--- src/rtl/dslot_pkg.sv ---
package dslot_pkg;
  localparam int unsigned OP_W  = 6;
  localparam int unsigned REG_W = 5;
  localparam int unsigned IMM_W = 16;
  localparam int unsigned IDX_W = 26;

  localparam logic [OP_W-1:0] OP_SPECIAL = 6'd0;
  localparam logic [OP_W-1:0] OP_SIGN    = 6'd1;
  localparam logic [OP_W-1:0] OP_JMP     = 6'd2;
  localparam logic [OP_W-1:0] OP_JMPL    = 6'd3;
  localparam logic [OP_W-1:0] OP_EQ      = 6'd4;
  localparam logic [OP_W-1:0] OP_NE      = 6'd5;
  localparam logic [OP_W-1:0] OP_LEZ     = 6'd6;
  localparam logic [OP_W-1:0] OP_GTZ     = 6'd7;

  localparam logic [5:0] FN_JREG  = 6'd8;
  localparam logic [5:0] FN_JREGL = 6'd9;

  localparam logic [REG_W-1:0] SUB_NEG_LINK = 5'h10;
  localparam logic [REG_W-1:0] SUB_POS_LINK = 5'h11;
  localparam logic [REG_W-1:0] RA_REG       = 5'd31;

  typedef enum logic [1:0] {TGT_SEQ, TGT_REL, TGT_ABS, TGT_REG} tgt_kind_e;
endpackage

--- src/rtl/dslot_decode.sv ---
module dslot_decode
  import dslot_pkg::*;
#(
  parameter int unsigned XLEN = 32
) (
  input  logic [OP_W-1:0]  opcode_i,
  input  logic [REG_W-1:0] sub_i,
  input  logic [REG_W-1:0] rd_i,
  input  logic [5:0]       funct_i,
  input  logic [XLEN-1:0]  rs_val_i,
  input  logic [XLEN-1:0]  rt_val_i,
  output logic             taken_o,
  output tgt_kind_e        kind_o,
  output logic             link_o,
  output logic [REG_W-1:0] link_reg_o
);
  logic neg, zero;
  assign neg  = rs_val_i[XLEN-1];
  assign zero = (rs_val_i == '0);

  always_comb begin
    taken_o    = 1'b0;
    kind_o     = TGT_SEQ;
    link_o     = 1'b0;
    link_reg_o = RA_REG;
    case (opcode_i)
      OP_EQ:  begin kind_o = TGT_REL; taken_o = (rs_val_i == rt_val_i); end
      OP_NE:  begin kind_o = TGT_REL; taken_o = (rs_val_i != rt_val_i); end
      OP_LEZ: begin kind_o = TGT_REL; taken_o = neg | zero; end
      OP_GTZ: begin kind_o = TGT_REL; taken_o = ~neg & ~zero; end
      OP_SIGN: begin
        kind_o  = TGT_REL;
        taken_o = sub_i[0] ? ~neg : neg;
        // linking forms write the return address regardless of outcome
        link_o  = (sub_i == SUB_NEG_LINK) || (sub_i == SUB_POS_LINK);
      end
      OP_JMP:  begin kind_o = TGT_ABS; taken_o = 1'b1; end
      OP_JMPL: begin kind_o = TGT_ABS; taken_o = 1'b1; link_o = 1'b1; end
      OP_SPECIAL: begin
        if (funct_i == FN_JREG || funct_i == FN_JREGL) begin
          kind_o  = TGT_REG;
          taken_o = 1'b1;
          link_o  = (funct_i == FN_JREGL);
          link_reg_o = rd_i;
        end
      end
      default: ;
    endcase
  end
endmodule

--- src/rtl/dslot_target.sv ---
module dslot_target
  import dslot_pkg::*;
#(
  parameter int unsigned XLEN = 32
) (
  input  tgt_kind_e        kind_i,
  input  logic [XLEN-1:0]  npc_i,
  input  logic [IMM_W-1:0] imm_i,
  input  logic [IDX_W-1:0] index_i,
  input  logic [XLEN-1:0]  rs_val_i,
  output logic [XLEN-1:0]  target_o
);
  localparam int unsigned SEXT_W = XLEN - IMM_W - 2;
  localparam int unsigned HI_LSB = IDX_W + 2;

  logic [XLEN-1:0] rel_off;
  assign rel_off = {{SEXT_W{imm_i[IMM_W-1]}}, imm_i, 2'b00};

  always_comb begin
    case (kind_i)
      TGT_REL: target_o = npc_i + rel_off;
      TGT_ABS: target_o = {npc_i[XLEN-1:HI_LSB], index_i, 2'b00};
      TGT_REG: target_o = rs_val_i;
      default: target_o = npc_i + XLEN'(4);
    endcase
  end
endmodule

--- src/rtl/dslot_pc_unit.sv ---
module dslot_pc_unit
  import dslot_pkg::*;
#(
  parameter int unsigned XLEN     = 32,
  parameter logic [31:0] RESET_PC = 32'h0
) (
  input  logic             clk_i,
  input  logic             rst_ni,
  input  logic             load_i,
  input  logic [XLEN-1:0]  load_pc_i,
  input  logic             retire_i,
  input  logic [OP_W-1:0]  opcode_i,
  input  logic [REG_W-1:0] sub_i,
  input  logic [REG_W-1:0] rd_i,
  input  logic [5:0]       funct_i,
  input  logic [IMM_W-1:0] imm_i,
  input  logic [IDX_W-1:0] index_i,
  input  logic [XLEN-1:0]  rs_val_i,
  input  logic [XLEN-1:0]  rt_val_i,
  output logic [XLEN-1:0]  pc_o,
  output logic [XLEN-1:0]  npc_o,
  output logic             redirect_o,
  output logic             link_we_o,
  output logic [REG_W-1:0] link_reg_o,
  output logic [XLEN-1:0]  link_val_o
);
  localparam logic [XLEN-1:0] STEP  = XLEN'(4);
  localparam logic [XLEN-1:0] RST_A = XLEN'(RESET_PC);

  logic            taken, link, advance;
  tgt_kind_e       kind;
  logic [XLEN-1:0] target, pc_q, npc_q;

  dslot_decode #(.XLEN(XLEN)) dec_i (
    .opcode_i  (opcode_i),
    .sub_i     (sub_i),
    .rd_i      (rd_i),
    .funct_i   (funct_i),
    .rs_val_i  (rs_val_i),
    .rt_val_i  (rt_val_i),
    .taken_o   (taken),
    .kind_o    (kind),
    .link_o    (link),
    .link_reg_o(link_reg_o)
  );

  dslot_target #(.XLEN(XLEN)) tgt_i (
    .kind_i  (kind),
    .npc_i   (npc_q),
    .imm_i   (imm_i),
    .index_i (index_i),
    .rs_val_i(rs_val_i),
    .target_o(target)
  );

  assign advance = retire_i & ~load_i;

  always_ff @(posedge clk_i or negedge rst_ni) begin
    if (!rst_ni) begin
      pc_q  <= RST_A;
      npc_q <= RST_A + STEP;
    end else if (load_i) begin
      pc_q  <= load_pc_i;
      npc_q <= load_pc_i + STEP;
    end else if (retire_i) begin
      pc_q  <= npc_q;  // delay slot always runs
      npc_q <= taken ? target : npc_q + STEP;
    end
  end

  assign pc_o       = pc_q;
  assign npc_o      = npc_q;
  assign redirect_o = advance & taken;
  assign link_we_o  = advance & link;
  assign link_val_o = pc_q + (STEP << 1);
endmodule

--- config.mk ---
export PLATFORM = sky130hd
export DESIGN_NAME = dslot_pc_unit
export DESIGN_NICKNAME = d
export VERILOG_FILES = /design/src/rtl/dslot_pkg.sv /design/src/rtl/dslot_decode.sv /design/src/rtl/dslot_target.sv /design/src/rtl/dslot_pc_unit.sv
export SDC_FILE = /design/constraint.sdc
export NUM_CORES = 1
export LEC_CHECK = 0
export BUFFER_PORTS_ARGS = -buffer_cell sky130_fd_sc_hd__buf_4
export CAP_MARGIN = 30
export CELL_PAD_IN_SITES_DETAIL_PLACEMENT = 0
export CELL_PAD_IN_SITES_GLOBAL_PLACEMENT = 1
export CORE_MARGIN = 3
export CORE_UTILIZATION = 36
export DETAILED_ROUTE_END_ITERATION = 8
export PLACE_DENSITY_LB_ADDON = 0.1
export SLEW_MARGIN = 5
export SYNTH_ARGS = -nofsm -noshare
export SYNTH_HDL_FRONTEND = slang
export SYNTH_SLANG_ARGS = --single-unit
--- constraint.sdc ---
create_clock -name clk_i -period 4 [get_ports clk_i]
set_input_delay 0.4 -clock clk_i [delete_from_list [all_inputs] [get_ports clk_i]]
set_output_delay 0.4 -clock clk_i [all_outputs]
set_load 0.01 [all_outputs]
# Yosys cells after proc, flatten, opt, wreduce, memory -nomap -nowiden
# Index checks and enable logic that the tools add are counted.
# totals
ff_bits	64
input_bits	164
out_inout_bits	103
wordCells	55
# classes
add_sub_neg	4
eq_ne	17
mux	15
bitwise_logic	8
reduce_logical	8
# ops
operator	n
$mux W32	5
$pmux W32 S3	1
$add A32 B3 Y32 const B	2
$add A32 B32 Y32	1
$add A32 B4 Y32 const B	1
$eq A32 B32 Y1	1
$logic_not A32 Y1	1
$ne A32 B32 Y1	1
$eq A6 B3 Y1 const B	4
$eq A6 B2 Y1 const B	2
$eq A6 B4 Y1 const B	2
$eq A5 B5 Y1 const B	2
$mux W5	2
$pmux W1 S7	1
$eq A6 B1 Y1 const B	1
$logic_not A6 Y1	1
$pmux W2 S3	1
$reduce_or A5 Y1	1
$and A1 B1 Y1	4
$eq A2 B2 Y1 const B	2
$mux W1	3
$ne A3 B3 Y1 const B	1
$not A1 Y1	3
$pmux W1 S3	1
7 further kinds	8

# Logic depth before layout (Yosys ltp)
# Gate-level depths: netlist (run 1).
# logic_depth
ltp_word	9
mapped_depth	12
ltp_nobuf	12

# By module
# A second synthesis (run 1) with hierarchy kept.
# unflattened
hier_cells	1033
hier_area_um2	7942.6
# by_module_without_submodules
mod	n_inst	cells_per_inst	area_per_inst_um2	seq_area_each_um2
dslot_pc_unit	1	601	5002.3	1602.8
dslot_target	1	346	2318.5	0.0
dslot_decode	1	86	621.8	0.0

# Least setup slack after synthesis (run 1)
# OpenSTA, ideal clock, no wires.
# synth_path
path_type	register to register
startpoint	register npc_q[2], in the netlist npc_o[2]
endpoint	register npc_q[10], in the netlist npc_o[10]
setup_time_ns	0.137
arrival_time_ns	2.749
required_ns	3.863
slack_ns	1.114
stages_incl_launch_ff	13
path_buffers	0
period_less_slack_ns	2.886
cell_sequence	dfstp_2 ha_1 inv_1 fa_1 nand2b_1 a21oi_1 o41a_1 xor2_1 a222oi_1 a211oi_1 a31o_1 a2111oi_2 a21oi_1
# synth_via
elab_chain_cells	5
elab_cells_between_ends	6
cone_classes	add/sub: 2; mux: 4
# synth_lines
item	line	rtl
start, declared	dslot_pc_unit.sv:32	logic [XLEN-1:0] target, pc_q, npc_q;
start signal, assigned	dslot_pc_unit.sv:61	npc_q <= RST_A + STEP;
start signal, assigned	dslot_pc_unit.sv:64	npc_q <= load_pc_i + STEP;
start signal, assigned	dslot_pc_unit.sv:67	npc_q <= taken ? target : npc_q + STEP;
$add A32 B3 Y32 or $add A32 B32 Y32 (tied branches)	dslot_target.sv:24, dslot_pc_unit.sv:67, dslot_target.sv:21	
$pmux W32 S3	dslot_target.sv:20	case (kind_i)
$mux W32 (*)	dslot_pc_unit.sv:67	
$mux W32 (*)	dslot_pc_unit.sv:65	end else if (retire_i) begin
$mux W32 (*)	dslot_pc_unit.sv:62	end else if (load_i) begin
# Mark *: on every way between the ends. The rest lies on a longest branch, timed or not. The select of a mux whose other input is x is not followed.
# A chain may end at the register's enable or synchronous reset.

# Worst setup path after layout (run 1)
# layout_path
startpoint	register npc_q[2], in the netlist npc_o[2]
endpoint	register npc_q[28], in the netlist npc_o[28]
# Same word-level chain as after synthesis.

==> results.tsv, run 1 <==
metric	value	unit
status	finished clean	
worst vdd ir	0.000199	V
Post-CTS Resized	0	
DIE WIDTH	147	um
Register-to-Register Path Depth	12	
sequential-to-total area share from yosys stat	22.3	%
row count	51	
Fin Hold WS	0.158	ns
synthesized area	7200	um2
#FFs+latches synth	64	
RR Endpoint	npc_o[28]	
total CTS buffers	9	
Slew Limit Fails	0	
# setup viols final	0	
initial antenna violation count	0	
Top delay family on crit path	compound AO/OA/AOI/OAI gates	
layout cell share with drive strength beyond 1	28.6	%
CP Class	register to register	
Startpoint Class	register	
Die H	147	um
CTS clk-pin slew, worst paths	0.06	ns
CTS root buf	clkbuf_16	
Synth Warn #	0	
Post-CTS Setup Inserts	0	
first-pass GRT wire length	44.7	mm
pin count of the biggest net entering global routing	65	
Fin Setup TNS	0	ns
Ports	267	
Initial Util	36.9	%
CP endpoint kind	register	
worst path cell trace	ha_1 > inv_1 > fa_1 > nand2b_1 > a21oi_1 > o41a_1 > a21oi_2 > o211ai_1 > nand3_1 > mux2i_1 > a2111oi_0 > o21ai_0	
critical path arrival	3.54	ns
post-synth top area share	21.9	%
Final Routed Wirelength	29.0	mm
ys flop type	dfrtp_1	
Overall Global Routing Usage	25.8	%
CTS tree	done	
Non-Filler Instances	1429	
ranking of synthesized cells by area	dfrtp_1 22%, xor2_1 7.9%, xnor2_1 6.2%, nand2_1 6.1%, ha_1 5.6%	
DIE AREA	21700	um2
final instance area	9740	um2
Worst-Margin Slew	0.858	ns
Max Fclk	0.299	GHz
CTS Hold Bufs	0	
Worst EP required	4.19	ns
core area	19500	um2
Clk Latency, worst-skew pair	0.33	ns
max-cap violations	0	
P_leak	4.28	nW
Sinks on Clock Net	64	
Synth area leader	dfrtp_1	
DRC	0	
Pwr Total	2.89	mW
Final Hold Fails	0	
Crit-path slowest cell	dfstp_2	
worst path bufs/invs	1	
RePlAce Congestion	0.917	
Gate Count Post-Synth	909	
nets	1356	
post-DR vias/cell	5.63	
I/O Buffers	266	
vias in the first global route	7846	
# diodes	0	
RSZ-0062 raised after global routing	false	
EDFF count, synth	0	
wire per inst	20.3	um
crit share post-route	83.7	%
PD cells	297	nW/um2
pre-CTS setup slack	0.698	ns
Hold Crit Class	input pin to async pin	
Fillers	1970	
share of flip-flops with an asynchronous set or reset	100	%
clock buffer depth	2	
H-tree depth	3	
initial DRC count	605	
slew margin rel.	42.8	%
fin crit period	3.35	ns
placed cells	1413	
syn nets	1106	
maximum fanout along the worst path	6	
slack of the critical path	0.653	ns
grt ovf	0	
DP Area	9420	um2
max incr delay on CP	0.58	ns
Setup Skew	0.00775	ns
Pre-Repair DR Iteration Count	7	
Distinct cells, synth	87	
vias	8041	
Core Util, Final	49.9	%
syn avg cell area	7.92	um2
area delta synth->final	35.3	%
reg2reg setup slack	0.65	ns
Detail Route Antenna Nets	0	
R2R Path Start	npc_o[2]	
HPWL after detailed placement	23.1	mm
-- worst reg2reg max path: stages (launching register included) --
cell and delay (ns):
dfstp_2 0.58, ha_1 0.21, inv_1 0.07, fa_1 0.39
nand2b_1 0.18, a21oi_1 0.19, o41a_1 0.30, a21oi_2 0.13
o211ai_1 0.21, nand3_1 0.13, mux2i_1 0.13, a2111oi_0 0.55
o21ai_0 0.16
-- where the power goes --
group,switching [mW],internal (mW),total (mW)
combinational,0.615,0.561,1.18
clock,0.293,0.559,0.852
sequential,0.143,0.719,0.862
-- final cells by class --
cell class                      instances  area [um2]  area share [%]
Sequential cell                        64        1600            16.5
Tap cell                              265         332            3.41
Clock inverter                          6        82.6           0.848
Clock buffer                           10         239            2.45
Timing Repair Buffer                  282        2130            21.9
Multi-Input combinational cell        787        5300            54.4
Inverter                               15        56.3           0.578
-- cell usage in the layout (no fill, tap or decap), types with 4 or more instances in the layout --
| cell type | n |
|---|---|
| dfrtp_1 | 63 |
| ha_1 | 32 |
| a31oi_1 | 15 |
| a221oi_1 | 4 |
| or3_1 | 6 |
| nand4_1 | 28 |
| nand3_1 | 36 |
| nand2_1 | 117 |
| and3_2 | 6 |
| a21o_1 | 15 |
| o21ai_0 | 73 |
| nor4_1 | 22 |
| nor2_1 | 50 |
| o31ai_1 | 5 |
| inv_1 | 14 |
| xnor2_1 | 51 |
| mux2i_1 | 40 |
| a211oi_1 | 7 |
| o21a_1 | 7 |
| and4_1 | 5 |
| o211ai_1 | 12 |
| clkbuf_16 | 9 |
| a222oi_1 | 10 |
| buf_4 | 281 |
| o221ai_1 | 6 |
| a22oi_1 | 18 |
| nor3_1 | 15 |
| a21oi_1 | 46 |
| and3_1 | 15 |
| nand2b_1 | 12 |
| xor2_1 | 65 |
-- cells in the mapped netlist (all sizes together) (10+ instances only) --
master,n
nand2,119
o21ai,78
xor2,65
dfrtp,63
xnor2,51
nor2,50
a21oi,47
mux2i,40
nand3,36
ha,32
nand4,28
clkbuf,24
and3,22
nor4,22
a22oi,18
buf,18
nor3,16
a21o,15
a31oi,15
inv,14
o211ai,13
nand2b,12
a222oi,10
-- how the worst max path moves through the flow --
stage / startpoint / end / slack [ns] / depth (start not counted)
after floorplan: npc_o[2] / npc_o[10] / 1.11 / 12
after global placement: npc_o[2] / npc_o[28] / 0.86 / 12
after detailed placement: npc_o[2] / npc_o[28] / 0.70 / 12
after CTS: npc_o[2] / npc_o[28] / 0.68 / 12
after global routing: npc_o[2] / npc_o[28] / 0.37 / 12
final: npc_o[2] / npc_o[28] / 0.65 / 12
-- state kept, by name, indices dropped and copies added (netlist names) --
name,count
pc_o,32
npc_o,32
-- routing by layer --
metal	track usage (%)	wire length (um)
met2	40.5	12900
met4	5.55	427
met1	37.8	13700
met3	3.86	1960
met5	0	0
-- logic make-up (layout without fill, tap and decap cells) --
| logic type | count (synthesis) | in the layout | synth area share [%] |
|---|---|---|---|
| adder cells (fa/ha/maj) | 33 | 33 | 5.84 |
| XOR/XNOR | 116 | 116 | 14.1 |
| flip-flops | 64 | 64 | 22.3 |
| AO/OA/AOI/OAI | 256 | 256 | 24.0 |
| AND/OR/NAND/NOR | 340 | 340 | 23.7 |
| multiplexers | 42 | 42 | 5.88 |
| buffers and inverters | 58 | 313 | 4.24 |
Note: power is estimated with default switching activity, not from simulation.
==> run 2: changes to the inputs <==
--- a/config.mk
+++ b/config.mk
@@ -10,7 +10,7 @@
 export CELL_PAD_IN_SITES_DETAIL_PLACEMENT = 0
 export CELL_PAD_IN_SITES_GLOBAL_PLACEMENT = 1
 export CORE_MARGIN = 3
-export CORE_UTILIZATION = 36
+export CORE_UTILIZATION = 33
 export DETAILED_ROUTE_END_ITERATION = 8
 export PLACE_DENSITY_LB_ADDON = 0.1
 export SLEW_MARGIN = 5
==> constraint.sdc (replaced) <==
create_clock -name clk_i -period 2.7 [get_ports clk_i]
set_input_delay 0.27 -clock clk_i [delete_from_list [all_inputs] [get_ports clk_i]]
set_output_delay 0.27 -clock clk_i [all_outputs]
set_load 0.01 [all_outputs]
==> results.tsv, run 2 (synthesis results as in run 1) <==
metric	value	unit	change
Final Hold Fails	0		unchanged
Initial Util	33.9	%	-2.9 points
total CTS buffers	9		unchanged
HPWL after detailed placement	25.0	mm	+8.1%
Clk Latency, worst-skew pair	0.34	ns	about the same
slack of the critical path	-0.182	ns	-0.835 ns
max-cap violations	0		unchanged
initial antenna violation count	0		unchanged
I/O Buffers	266		unchanged
Overall Global Routing Usage	25.4	%	-0.40 points
vias in the first global route	8094		+3.2%
Pwr Total	4.56	mW	+58%
core area	21200	um2	+8.7%
CP Class	register to register		
status	complete, but fails checks		
CTS tree	done		
Hold Crit Class	input pin to register		
Core Util, Final	50.1	%	+0.25 points
pre-CTS setup slack	-0.159	ns	-0.857 ns
Startpoint Class	register		
# setup viols final	8		+8
max incr delay on CP	0.56	ns	-0.02 ns
Sinks on Clock Net	64		unchanged
worst vdd ir	0.000283	V	+42%
Slew Limit Fails	0		unchanged
failing checks	negative setup slack		
CTS clk-pin slew, worst paths	0.06	ns	about the same
wire per inst	20.3	um	+0.17%
Pre-Repair DR Iteration Count	5		-2
PD cells	429	nW/um2	+45%
area delta synth->final	47.7	%	
fin crit period	2.88	ns	-0.465 ns
P_leak	4.72	nW	+10%
Fillers	2118		+7.5%
Max Fclk	0.347	GHz	+16%
grt ovf	0		unchanged
Fin Hold WS	0.164	ns	+0.00587 ns
crit share post-route	107	%	+23 points
Top delay family on crit path	compound AO/OA/AOI/OAI gates		
CTS root buf	clkbuf_16		
Worst EP required	2.90	ns	-1.29 ns
layout cell share with drive strength beyond 1	36.1	%	+7.5 points
CP endpoint kind	register		
Worst-Margin Slew	0.571	ns	-0.288 ns
DIE AREA	23600	um2	+8.7%
H-tree depth	3		unchanged
worst path cell trace	ha_4 > inv_2 > fa_2 > nand2b_4 > a21oi_2 > o41a_1 > buf_4 > xor2_1 > a222oi_1 > a211oi_1 > a31o_1 > a2111oi_2 > a21oi_1		
critical path arrival	3.08	ns	-0.46 ns
post-DR vias/cell	5.44		-3.2%
most common cell after layout, fill and taps aside	buf_4		
DIE WIDTH	154	um	+4.3%
Setup Skew	0.00910	ns	+0.00135 ns
maximum fanout along the worst path	4		-2
Final Routed Wirelength	31.0	mm	+6.9%
vias	8303		+3.3%
Detail Route Antenna Nets	0		unchanged
worst path bufs/invs	2		+1
first-pass GRT wire length	47.6	mm	+6.5%
# diodes	0		unchanged
clock buffer depth	2		unchanged
RePlAce Congestion	0.912		-0.50%
placed cells	1499		+6.1%
pin count of the biggest net entering global routing	65		unchanged
most frequent cells in the layout	365 x buf_4, 117 x nand2_1, 65 x xor2_1, 62 x o21ai_0, 56 x dfrtp_1		
Die H	154	um	+4.3%
Non-Filler Instances	1525		+6.7%
slew margin rel.	61.9	%	+19 points
initial DRC count	645		+6.6%
DRC	0		unchanged
Crit-path slowest cell	dfstp_2		
nets	1442		+6.3%
Ports	267		unchanged
RSZ-0062 raised after global routing	true		
row count	53		+3.9%
## run 2: cell count changes in the layout (fill, tap and decap cells not counted), moves of 5 or more
cell,before,now
buf_4,281,365
dfrtp_2,0,7
dfrtp_1,63,56
ha_1,32,23
o21ai_0,73,62
o21ai_1,2,12
ha_4,0,7
nor2_1,50,45
## run 2: what timing repair did
item,CTS,global route
setup endpoints to repair,12,33
resized for setup,8,43
buffers inserted,4,5
pin swaps,19,21
hold endpoints to repair,0,16
hold buffers,0,1
## run 2: path summary, 6_finish.rpt
path                          startpoint   endpoint  slack, ns  cells past startpoint
setup / recovery                npc_o[2]  npc_o[10]      -0.18                     13
hold / removal             load_pc_i[31]   pc_o[31]       0.16                      3
setup reg to reg                npc_o[2]  npc_o[10]      -0.18                     13
hold reg to reg                 npc_o[1]   npc_o[1]       0.59                      2
max in group asynchronous         rst_ni   npc_o[2]       1.73                      3
min in group asynchronous         rst_ni   pc_o[29]       0.36                      2
## run 2: per-stage QoR
step	instance area (um2)	TNS [ns]
3_3_place_gp	10000	-0.143
6_report	10600	-0.781
5_1_grt	10600	-1.89
2_1_floorplan	7220	-0.0121
3_5_place_dp	10000	-0.507
4_1_cts	10400	-0.854
## run 2: routing by layer
metal	vias up	part of all wire, %	track usage (%)
met5	-	0	0
li1	4076	-	-
met2	302	43	38.0
met3	26	6.7	4.19
met1	3899	49	38.3
met4	0	1.6	5.63
## run 2: area by class of cell
cell class / instances / area, um2 / share of cell area, %
inverters: 15 / 56.3 / 0.529
multi-input cells: 787 / 5510 / 51.8
clock buffers: 13 / 250 / 2.35
well taps: 275 / 344 / 3.24
repair buffers: 368 / 2800 / 26.3
clock inverters: 3 / 65.1 / 0.612
flip-flops and latches: 64 / 1610 / 15.2
## run 2: power breakdown
part	leakage [nW]	internal, mW	total [mW]	switching (mW)
logic	3.81	1.01	2.06	1.04
registers	0.752	1.07	1.23	0.163
clock network	0.154	0.834	1.28	0.443
total	4.72	2.91	4.56	1.65
## run 2: worst min-delay path: stages
cell and delay [ns]:
buf_4 0.10, nand2_1 0.04, o21ai_0 0.05
